File: src/rtl/mbox_irq.sv
module mbox_irq #(
  parameter int ADDR_W = 15
) (
  input  logic              clk,
  input  logic              rst_n,
  input  logic              l_cs_n,
  input  logic              l_rw,
  input  logic              l_oe_n,
  input  logic [ADDR_W-1:0] l_addr,
  input  logic              r_cs_n,
  input  logic              r_rw,
  input  logic              r_oe_n,
  input  logic [ADDR_W-1:0] r_addr,
  output logic              l_int_n,
  output logic              r_int_n
);

  localparam logic [ADDR_W-1:0] BOX_TO_R = {ADDR_W{1'b1}};
  localparam logic [ADDR_W-1:0] BOX_TO_L = {{(ADDR_W-1){1'b1}}, 1'b0};

  logic l_wr, l_rd, r_wr, r_rd;
  assign l_wr = !l_cs_n && !l_rw;
  assign l_rd = !l_cs_n &&  l_rw && !l_oe_n;
  assign r_wr = !r_cs_n && !r_rw;
  assign r_rd = !r_cs_n &&  r_rw && !r_oe_n;

  logic post_r, ack_r, post_l, ack_l;
  assign post_r = l_wr && (l_addr == BOX_TO_R);
  assign ack_r  = r_rd && (r_addr == BOX_TO_R);
  assign post_l = r_wr && (r_addr == BOX_TO_L);
  assign ack_l  = l_rd && (l_addr == BOX_TO_L);

  logic post_r_q, ack_r_q, post_l_q, ack_l_q;
  always_ff @(posedge clk) begin
    post_r_q <= post_r;
    ack_r_q  <= ack_r;
    post_l_q <= post_l;
    ack_l_q  <= ack_l;
  end

  logic set_r, clr_r, set_l, clr_l;
  assign set_r = post_r && !post_r_q;
  assign clr_r = ack_r_q && !ack_r;
  assign set_l = post_l && !post_l_q;
  assign clr_l = ack_l_q && !ack_l;

  logic flag_r, flag_l;
  always_ff @(posedge clk or negedge rst_n) begin
    if (!rst_n) begin
      flag_r <= 1'b0;
      flag_l <= 1'b0;
    end else begin
      if (set_r)      flag_r <= 1'b1;
      else if (clr_r) flag_r <= 1'b0;
      if (set_l)      flag_l <= 1'b1;
      else if (clr_l) flag_l <= 1'b0;
    end
  end

  assign r_int_n = !flag_r;
  assign l_int_n = !flag_l;

endmodule

File: config.mk
export PLATFORM = sky130hd
export DESIGN_NAME = mbox_irq
export DESIGN_NICKNAME = d
export VERILOG_FILES = /design/src/rtl/mbox_irq.sv
export SDC_FILE = /design/constraint.sdc
export NUM_CORES = 1
export LEC_CHECK = 0
export BUFFER_PORTS_ARGS = -buffer_cell sky130_fd_sc_hd__buf_2
export CAP_MARGIN = 20
export CELL_PAD_IN_SITES_DETAIL_PLACEMENT = 1
export CELL_PAD_IN_SITES_GLOBAL_PLACEMENT = 2
export CORE_AREA = 3 3 52 54
export CTS_BUF_LIST = sky130_fd_sc_hd__clkbuf_8
export DETAILED_ROUTE_END_ITERATION = 12
export DIE_AREA = 0 0 55 57
export PLACE_DENSITY = 0.78
export SYNTH_ARGS = -nofsm -noshare
export SYNTH_HDL_FRONTEND = slang
export SYNTH_SLANG_ARGS = --single-unit
File: constraint.sdc
create_clock -name clk -period 0.8 [get_ports clk]
set_input_delay 0 -clock clk [delete_from_list [all_inputs] [get_ports clk]]
set_output_delay 0 -clock clk [all_outputs]
set_load 0.05 [all_outputs]
After elaboration in Yosys (flattened, before gate mapping)
Index checks and enable logic that the tools add are counted.
Widths: inputs -> output; s select.
{"block": "totals", "output_inout_bits": 2, "regBits": 6, "in_bits": 38}
{"block": "op_classes", "reduce_logical": 28, "n_mux": 4, "n_eq_ne": 4}
{"operator": "$eq 15x15->1 const B", "n": 4}
{"operator": "$logic_and 1x1->1", "n": 14}
{"operator": "$logic_not 1->1", "n": 12}
{"operator": "$mux 1", "n": 4}
{"operator": "$reduce_bool 2->1", "n": 2}

Logic depth before layout (Yosys ltp)
Gate-level depths: netlist of run 1.
{"block": "depth", "ltp_word": 8, "depth_mapped": 4, "ltp_nobuf": 4}

Worst setup path before layout of run 1
Ideal clock, no wire load.
{"block": "synth_timing", "path_type": "flip-flop to flip-flop", "startpoint": "register, netlist name flag_l", "endpoint": "register flag_l", "t_arrival_ps": 749, "period_less_slack_ps": 885, "required_ps": 664, "stages_incl_launch_ff": 3, "n_path_buf": 0, "slack_ps": -85, "cell_sequence": "dfrtp_1 inv_1 o2bb2ai_1"}
{"element": "end signal, assigned", "line": "51", "source": "flag_l <= 1'b0;"}
{"element": "end signal, assigned", "line": "55", "source": "if (set_l) flag_l <= 1'b1;"}
{"element": "end signal, assigned", "line": "56", "source": "else if (clr_l) flag_l <= 1'b0;"}
{"element": "end, declared", "line": "47", "source": "logic flag_r, flag_l;"}

Final worst setup path of run 1
{"block": "layout_timing", "startpoint": "register flag_r", "endpoint": "output r_int_n"}
{"block": "layout_via", "elab_chain_len": 1}
{"element": "start, declared", "line": "47"}
{"element": "start signal, assigned", "line": "50", "source": "flag_r <= 1'b0;"}
{"element": "start signal, assigned", "line": "53", "source": "if (set_r) flag_r <= 1'b1;"}
{"element": "start signal, assigned", "line": "54", "source": "else if (clr_r) flag_r <= 1'b0;"}
{"element": "$logic_not 1->1", "line": "60", "source": "assign r_int_n = !flag_r;"}
{"element": "end, declared", "line": "15", "source": "output logic r_int_n"}
No other way between the ends.

==> results of run 1 <==
-- cell usage after synthesis (2+ instances only) --
cell,count
sky130_fd_sc_hd__inv_1,5
sky130_fd_sc_hd__nand4_1,5
sky130_fd_sc_hd__dfxtp_1,4
sky130_fd_sc_hd__dfrtp_1,2
sky130_fd_sc_hd__nor2_1,2
sky130_fd_sc_hd__o2bb2ai_1,2
-- worst max-delay path by stage --
stage	from	to	slack, ns	cells past startpoint
6_report	flag_r	r_int_n	-0.05	2
3_3_place_gp	r_cs_n	flag_l	-0.21	5
3_5_place_dp	r_cs_n	flag_l	-0.27	5
4_1_cts	flag_r	r_int_n	-0.05	2
5_1_grt	flag_r	r_int_n	-0.09	2
2_1_floorplan	flag_l	flag_l	-0.07	2
-- state kept, by name, summed over array words and instances (netlist names) --
signal    cells
ack_l_q       1
ack_r_q       1
flag_l        1
flag_r        1
post_l_q      1
post_r_q      1
-- per-stage QoR --
step / power [uW] / hold WS (ns) / worst slack (ns) / std cells / setup TNS [ns]
finish: 885 / -0.0173 / -0.0466 / 107 / -0.0902
CTS: 904 / -0.0344 / -0.0543 / 106 / -0.105
detailed placement: 415 / -0.213 / -0.274 / 100 / -0.743
floorplan: 321 / -0.296 / -0.0700 / 32 / -0.140
global route: 945 / -0.0236 / -0.0941 / 107 / -0.236
global placement: 411 / -0.211 / -0.214 / 100 / -0.578
-- routing by layer --
| metal | wire (um) | up-vias | GRT usage (%) |
|---|---|---|---|
| met5 | 0 | - | 0 |
| met4 | 8 | 0 | 4.17 |
| met3 | 162 | 2 | 5.48 |
| met2 | 586 | 26 | 13.7 |
| met1 | 345 | 190 | 7.03 |
| li1 | - | 213 | - |
-- worst reg2reg max path, stage by stage, from the launching register on --
cell and delay [ns]:
sky130_fd_sc_hd__dfrtp_1 0.36, sky130_fd_sc_hd__clkinvlp_4 0.11, sky130_fd_sc_hd__buf_4 0.14, sky130_fd_sc_hd__o2bb2ai_2 0.10
-- area by class of cell --
cell class / count / area share, %
clock buffers: 3 / 6.21
clock inverters: 1 / 0.565
inverters: 5 / 3.95
multi-input cells: 21 / 27.7
flip-flops and latches: 6 / 19.6
well taps: 28 / 5.27
repair buffers: 43 / 36.7
-- logic make-up (layout without fill, tap and decap cells) --
| group | after synthesis | in the layout | synth area share (%) |
|---|---|---|---|
| AO/OA/AOI/OAI | 4 | 4 | 10.5 |
| buffers and inverters | 5 | 52 | 6.30 |
| flip-flops | 6 | 6 | 43.7 |
| AND/OR/NAND/NOR | 17 | 17 | 39.5 |
-- timing repair --
item,CTS,global route
resized for setup,6,6
hold endpoints to repair,3,1
pin swaps,1,0
setup buffers,1,1
setup endpoints to repair,3,4
-- power breakdown --
group	total [uW]	switching (uW)	internal [uW]
Combinational	116	41.4	74.2
Sequential	302	0.0401	302
Clock	467	137	330
==> out/qor.txt, run 1 <==
WORST SETUP PATH
---------------------------------------------------------------------------------
Worst-case register-to-register setup slack ........................      0.02 ns
Data arrival, critical path ........................................      0.85 ns
Max Fanout on Critical Path ........................................            2
CP Buf/Inv Count ...................................................            2
Critical path start-end classification ............................. register to output port
Slowest Stage Delay on Critical Path ...............................      0.37 ns
Depth of the most critical reg-to-reg path .........................            3
Cell type group with the largest total delay on the critical path ..   flip-flops
Cell Chain, Critical Path .......................................... clkinvlp_4, buf_6
Critical R2R Capture ...............................................       flag_l
Worst reg2reg startpoint ...........................................       flag_l
Startpoint kind of the worst setup timing path .....................     register
Crit end category ..................................................  output port
Highest-delay cell along the critical path ......................... sky130_fd_sc_hd__dfrtp_1
Crit path required time ............................................      0.80 ns

WORST HOLD PATH
---------------------------------------------------------------------------------
Worst Hold Depth ...................................................            2
Worst Hold End .....................................................     post_l_q
Critical hold path startpoint ......................................    r_addr[0]
Tightest Hold Check Type ........................................... input port to register

CELLS AND AREA
---------------------------------------------------------------------------------
Fraction of final layout cells with drive strength greater than 1 ..        68.4%
Multi-input combinational cell area ................................      184 um2
Fin area ...........................................................      664 um2
Most common cell after layout, fill and taps aside ................. sky130_fd_sc_hd__buf_2
Number of inserted diodes ..........................................            0
Combined flip-flop and latch cell area .............................      130 um2
Fill cell count ....................................................          282
Synth-to-Final Area Change .........................................         123%
Layout Utilization .................................................        29.5%
Leading cell types in the layout, fill and taps excluded ........... sky130_fd_sc_hd__buf_2, sky130_fd_sc_hd__nand4_1, sky130_fd_sc_hd__inv_1, sky130_fd_sc_hd__dfxtp_1
Nets@finish ........................................................          118

PLACE
---------------------------------------------------------------------------------
Port Buffers .......................................................           39
Global placer's final weighted congestion ..........................        0.680
DPL Wire Length ....................................................       983 um
Standard cell area after detailed placement ........................      543 um2

TIMING
---------------------------------------------------------------------------------
Total count of hold-check failures in the final report .............            1
Worst-case hold slack ..............................................   -0.0173 ns
Setup skew after layout ............................................   0.00569 ns
Setup violation total in the final timing report ...................            2
Fin crit share .....................................................         106%
Final critical path time including I/O delays and setup ............     0.847 ns
Max-slew violations ................................................            0
Max Fclk ...........................................................     1180 MHz
Measured slew at the worst slew-check pin ..........................     0.252 ns
Fin worst setup slack ..............................................   -0.0466 ns
Setup repair after global routing missed its margin ................          yes
Max transition margin ..............................................        83.1%

GLOBAL ROUTE
---------------------------------------------------------------------------------
All-layer global routing usage .....................................        8.13%
GRT overflow .......................................................            0
Maximum number of pins on one net before global-route repair .......            5
Initial antenna violation count ....................................            0
Vias in the first global route .....................................          466
Global-route wire length before repair .............................      1740 um

SYNTH
---------------------------------------------------------------------------------
Fraction of synthesis flops using an asynchronous set or reset pin .        33.3%
Number of flops mapped to enable cells by yosys ....................            0
Count of different cell masters after synthesis ....................           18
Top cells by area in the synthesized netlist ....................... sky130_fd_sc_hd__dfxtp_1, sky130_fd_sc_hd__dfrtp_1, sky130_fd_sc_hd__nand4_1
Total of warnings raised by yosys ..................................            0
Syn_area_per_cell ..................................................     9.31 um2
Biggest area consumer among synthesized cells ...................... sky130_fd_sc_hd__dfxtp_1
Mapped Cells .......................................................           32
Post-synth top area share ..........................................        26.9%
Sequential-to-total area share from yosys stat .....................        43.7%
Synth Flop Type .................................................... sky130_fd_sc_hd__dfxtp_1
Count of state elements after synthesis ............................            6
Syn Nets ...........................................................           70
Cell area after synthesis ..........................................      298 um2

FLOW RUN
---------------------------------------------------------------------------------
Maximum capacitance violations .....................................            0

ROUTE
---------------------------------------------------------------------------------
Routed vias/inst ...................................................         4.03
Via count ..........................................................          431
Initial DRT Pass Iterations ........................................            1
Number of DRC violations after detailed-routing iteration 0 ........            0
DR WL/cell .........................................................      10.3 um
Drt total wl .......................................................      1100 um
DRT antenna net count ..............................................            0
DRC ................................................................            0

CLOCKING
---------------------------------------------------------------------------------
Number of hold buffers added after CTS .............................            1
Clk_lat worst skew .................................................      0.23 ns
Clock sink total ...................................................            6
Clock transition at path regs ......................................      0.04 ns
Maximum clock path buffer count ....................................            2
CTS Root Buffer Type ............................................... sky130_fd_sc_hd__clkbuf_8
Number of clock buffers inserted by TritonCTS ......................            3
CTS tree ...........................................................          yes
Number of levels the H-tree was split into .........................            1

FLOORPLAN
---------------------------------------------------------------------------------
Count of boundary I/O pins .........................................           40
Die footprint ......................................................     3140 um2
Std-Cell Rows ......................................................           17
Starting Density ...................................................        13.2%
Overall die width ..................................................        55 um
Total core area ....................................................     2250 um2
Die Height .........................................................        57 um

OUTCOME
---------------------------------------------------------------------------------
Failing checks ..................................................... negative hold slack, negative setup slack
Outcome ............................................................ finished, violations left

POWER
---------------------------------------------------------------------------------
Power Dens Cells ...................................................  1330 nW/um2
Largest vdd supply drop ............................................       485 uV
Leakage power ......................................................  0.000320 uW

(Power assumes the default switching activity.)
==> run 2, diff against run 1 <==
--- a/config.mk
+++ b/config.mk
@@ -14,6 +14,7 @@
 export DETAILED_ROUTE_END_ITERATION = 12
 export DIE_AREA = 0 0 55 57
 export PLACE_DENSITY = 0.78
+export SLEW_MARGIN = 25
 export SYNTH_ARGS = -nofsm -noshare
 export SYNTH_HDL_FRONTEND = slang
 export SYNTH_SLANG_ARGS = --single-unit
==> constraint.sdc (replaced) <==
create_clock -name clk -period 0.85 [get_ports clk]
set_input_delay 0 -clock clk [delete_from_list [all_inputs] [get_ports clk]]
set_output_delay 0 -clock clk [all_outputs]
set_load 0.05 [all_outputs]
==> run 2 against run 1 <==
Against the previous run:
- the flow now finishes without violations
- global-route usage shrank 0.72 points
- clock power fell by 8.8%
- core utilization fell by 0.83 points
- hold slack gained 0.057 ns
- flip-flop and latch count unchanged
- die area stayed put
- design area is 2.8% lower
- worst setup slack gained 0.055 ns
- non-clock buffer count is 1 higher
- register-to-register slack improved by 0.05 ns
- critical path depth stayed put
==> out/qor.txt, run 2 (same netlist as run 1, synthesis figures left out) <==
OUTCOME
--------------------------------------------------------------------------------
Outcome ........................................................... finished, final reports clean

WORST SETUP PATH
--------------------------------------------------------------------------------
Critical path start-end classification ............................ register to output port
Worst-case register-to-register setup slack .......................      0.07 ns
Worst Setup EP ....................................................      r_int_n
Crit path required time ...........................................      0.85 ns
Max Fanout on Critical Path .......................................            2
Worst reg2reg startpoint ..........................................       flag_r
Startpoint kind of the worst setup timing path ....................     register
Crit end category .................................................  output port
Data arrival, critical path .......................................      0.84 ns
Critical R2R Capture ..............................................       flag_r
Critical path origin ..............................................       flag_r
Depth of the most critical reg-to-reg path ........................            3

CLOCKING
--------------------------------------------------------------------------------
Maximum clock path buffer count ...................................            2
Number of levels the H-tree was split into ........................            1
Number of clock buffers inserted by TritonCTS .....................            3
CTS Root Buffer Type .............................................. sky130_fd_sc_hd__clkbuf_8
CTS tree ..........................................................          yes
Clock transition at path regs .....................................      0.04 ns
Clk_lat worst skew ................................................      0.22 ns
Clock sink total ..................................................            6

FLOORPLAN
--------------------------------------------------------------------------------
Count of boundary I/O pins ........................................           40
Std-Cell Rows .....................................................           17
Die footprint .....................................................     3140 um2
Die Height ........................................................        57 um
Starting Density ..................................................        13.2%
Overall die width .................................................        55 um
Total core area ...................................................     2250 um2

GLOBAL ROUTE
--------------------------------------------------------------------------------
Initial antenna violation count ...................................            0
Vias in the first global route ....................................          451
GRT overflow ......................................................            0
Global-route wire length before repair ............................      1630 um
Maximum number of pins on one net before global-route repair ......            5
All-layer global routing usage ....................................        7.41%

ROUTE
--------------------------------------------------------------------------------
Via count .........................................................          420
Number of DRC violations after detailed-routing iteration 0 .......            2
DRT antenna net count .............................................            0
DR WL/cell ........................................................      9.86 um
Drt total wl ......................................................      1070 um
Routed vias/inst ..................................................         3.89
DRC ...............................................................            0
Initial DRT Pass Iterations .......................................            2

POWER
--------------------------------------------------------------------------------
Largest vdd supply drop ...........................................       455 uV
Leakage power .....................................................  0.000318 uW
Power Dens Cells ..................................................  1260 nW/um2
Final Power .......................................................       817 uW

CELLS AND AREA
--------------------------------------------------------------------------------
Fill cell count ...................................................          285
Multi-input combinational cell area ...............................      158 um2
Nets@finish .......................................................          119
Leading cell types in the layout, fill and taps excluded .......... sky130_fd_sc_hd__buf_2, sky130_fd_sc_hd__nand4_1, sky130_fd_sc_hd__inv_1, sky130_fd_sc_hd__dfxtp_1, sky130_fd_sc_hd__buf_4
Most common cell after layout, fill and taps aside ................ sky130_fd_sc_hd__buf_2
Fraction of final layout cells with drive strength greater than 1 .        63.7%
Number of inserted diodes .........................................            0
Combined flip-flop and latch cell area ............................      130 um2
Fin area ..........................................................      646 um2
Final instance count without filler cells .........................          108
Synth-to-Final Area Change ........................................         117%

PLACE
--------------------------------------------------------------------------------
Standard cell area after detailed placement .......................      543 um2
Placed Cells incl. Taps ...........................................          100
Global placer's final weighted congestion .........................        0.680
Port Buffers ......................................................           39
DPL Wire Length ...................................................       961 um

TIMING
--------------------------------------------------------------------------------
Measured slew at the worst slew-check pin .........................     0.232 ns
Fin Setup TNS .....................................................         0 ns
Final critical path time including I/O delays and setup ...........     0.841 ns
Total count of hold-check failures in the final report ............            0
Setup repair after global routing missed its margin ...............          yes
Setup skew after layout ...........................................   0.00746 ns
Fin crit share ....................................................        99.0%
Worst-case hold slack .............................................    0.0400 ns
Max Fclk ..........................................................     1190 MHz
Max transition margin .............................................        84.4%
Max-slew violations ...............................................            0
Setup violation total in the final timing report ..................            0

WORST HOLD PATH
--------------------------------------------------------------------------------
Tightest Hold Check Type .......................................... input port to register

FLOW RUN
--------------------------------------------------------------------------------
Maximum capacitance violations ....................................            0

==> run 2: layer usage <==
| layer | track usage (%) | share of wire [%] | up-vias |
|---|---|---|---|
| li1 | - | - | 214 |
| met4 | 3.13 | 0 | 0 |
| met1 | 7.03 | 34 | 180 |
| met5 | 0 | 0 | - |
| met2 | 12.2 | 52 | 26 |
| met3 | 4.96 | 14 | 0 |
==> run 2: how the worst min path moves through the flow <==
stage                          from        to  depth (start not counted)
after floorplan               rst_n    flag_l                          0
after global placement        rst_n    flag_r                          1
after detailed placement      rst_n    flag_r                          1
after CTS                 r_addr[0]  post_l_q                          2
after global routing           l_rw   ack_l_q                          2
final                          l_rw   ack_l_q                          2
==> run 2: worst max-delay path, stage by stage, from the launching register on <==
cell	delay [ns]
sky130_fd_sc_hd__dfrtp_1	0.37
sky130_fd_sc_hd__clkinvlp_4	0.10
sky130_fd_sc_hd__buf_6	0.15
==> run 2: where the power goes <==
part,leakage (uW),total [uW],internal [uW],switching [uW]
registers,0.0000549,285,285,0.0379
logic,0.000236,106,69.6,35.9
clock network,0.0000269,426,310,117
total,0.000318,817,664,153
==> run 2: cell type report <==
class | instances | share of cell area, %
Clock buffer | 3 | 6.40
Clock inverter | 1 | 0.581
Inverter | 5 | 4.07
Multi-Input combinational cell | 21 | 24.4
Sequential cell | 6 | 20.2
Tap cell | 28 | 5.43
Timing Repair Buffer | 44 | 39.0
==> run 2: through the flow <==
step	utilization [%]	setup slack (ns)
final	28.6	0.00879
after global routing	28.6	-0.0269
after CTS	27.1	-0.000930
after detailed placement	24.1	-0.226
after global placement	24.1	-0.164
after floorplan	-	-0.0200
==> run 2: what timing repair did <==
| action | in CTS | in global routing |
|---|---|---|
| buffers inserted | 0 | 3 |
| pin swaps | 1 | 0 |
| setup endpoints to repair | 3 | 3 |
| hold buffers | 1 | 0 |
| hold endpoints to repair | 3 | 0 |
| resized for setup | 4 | 2 |
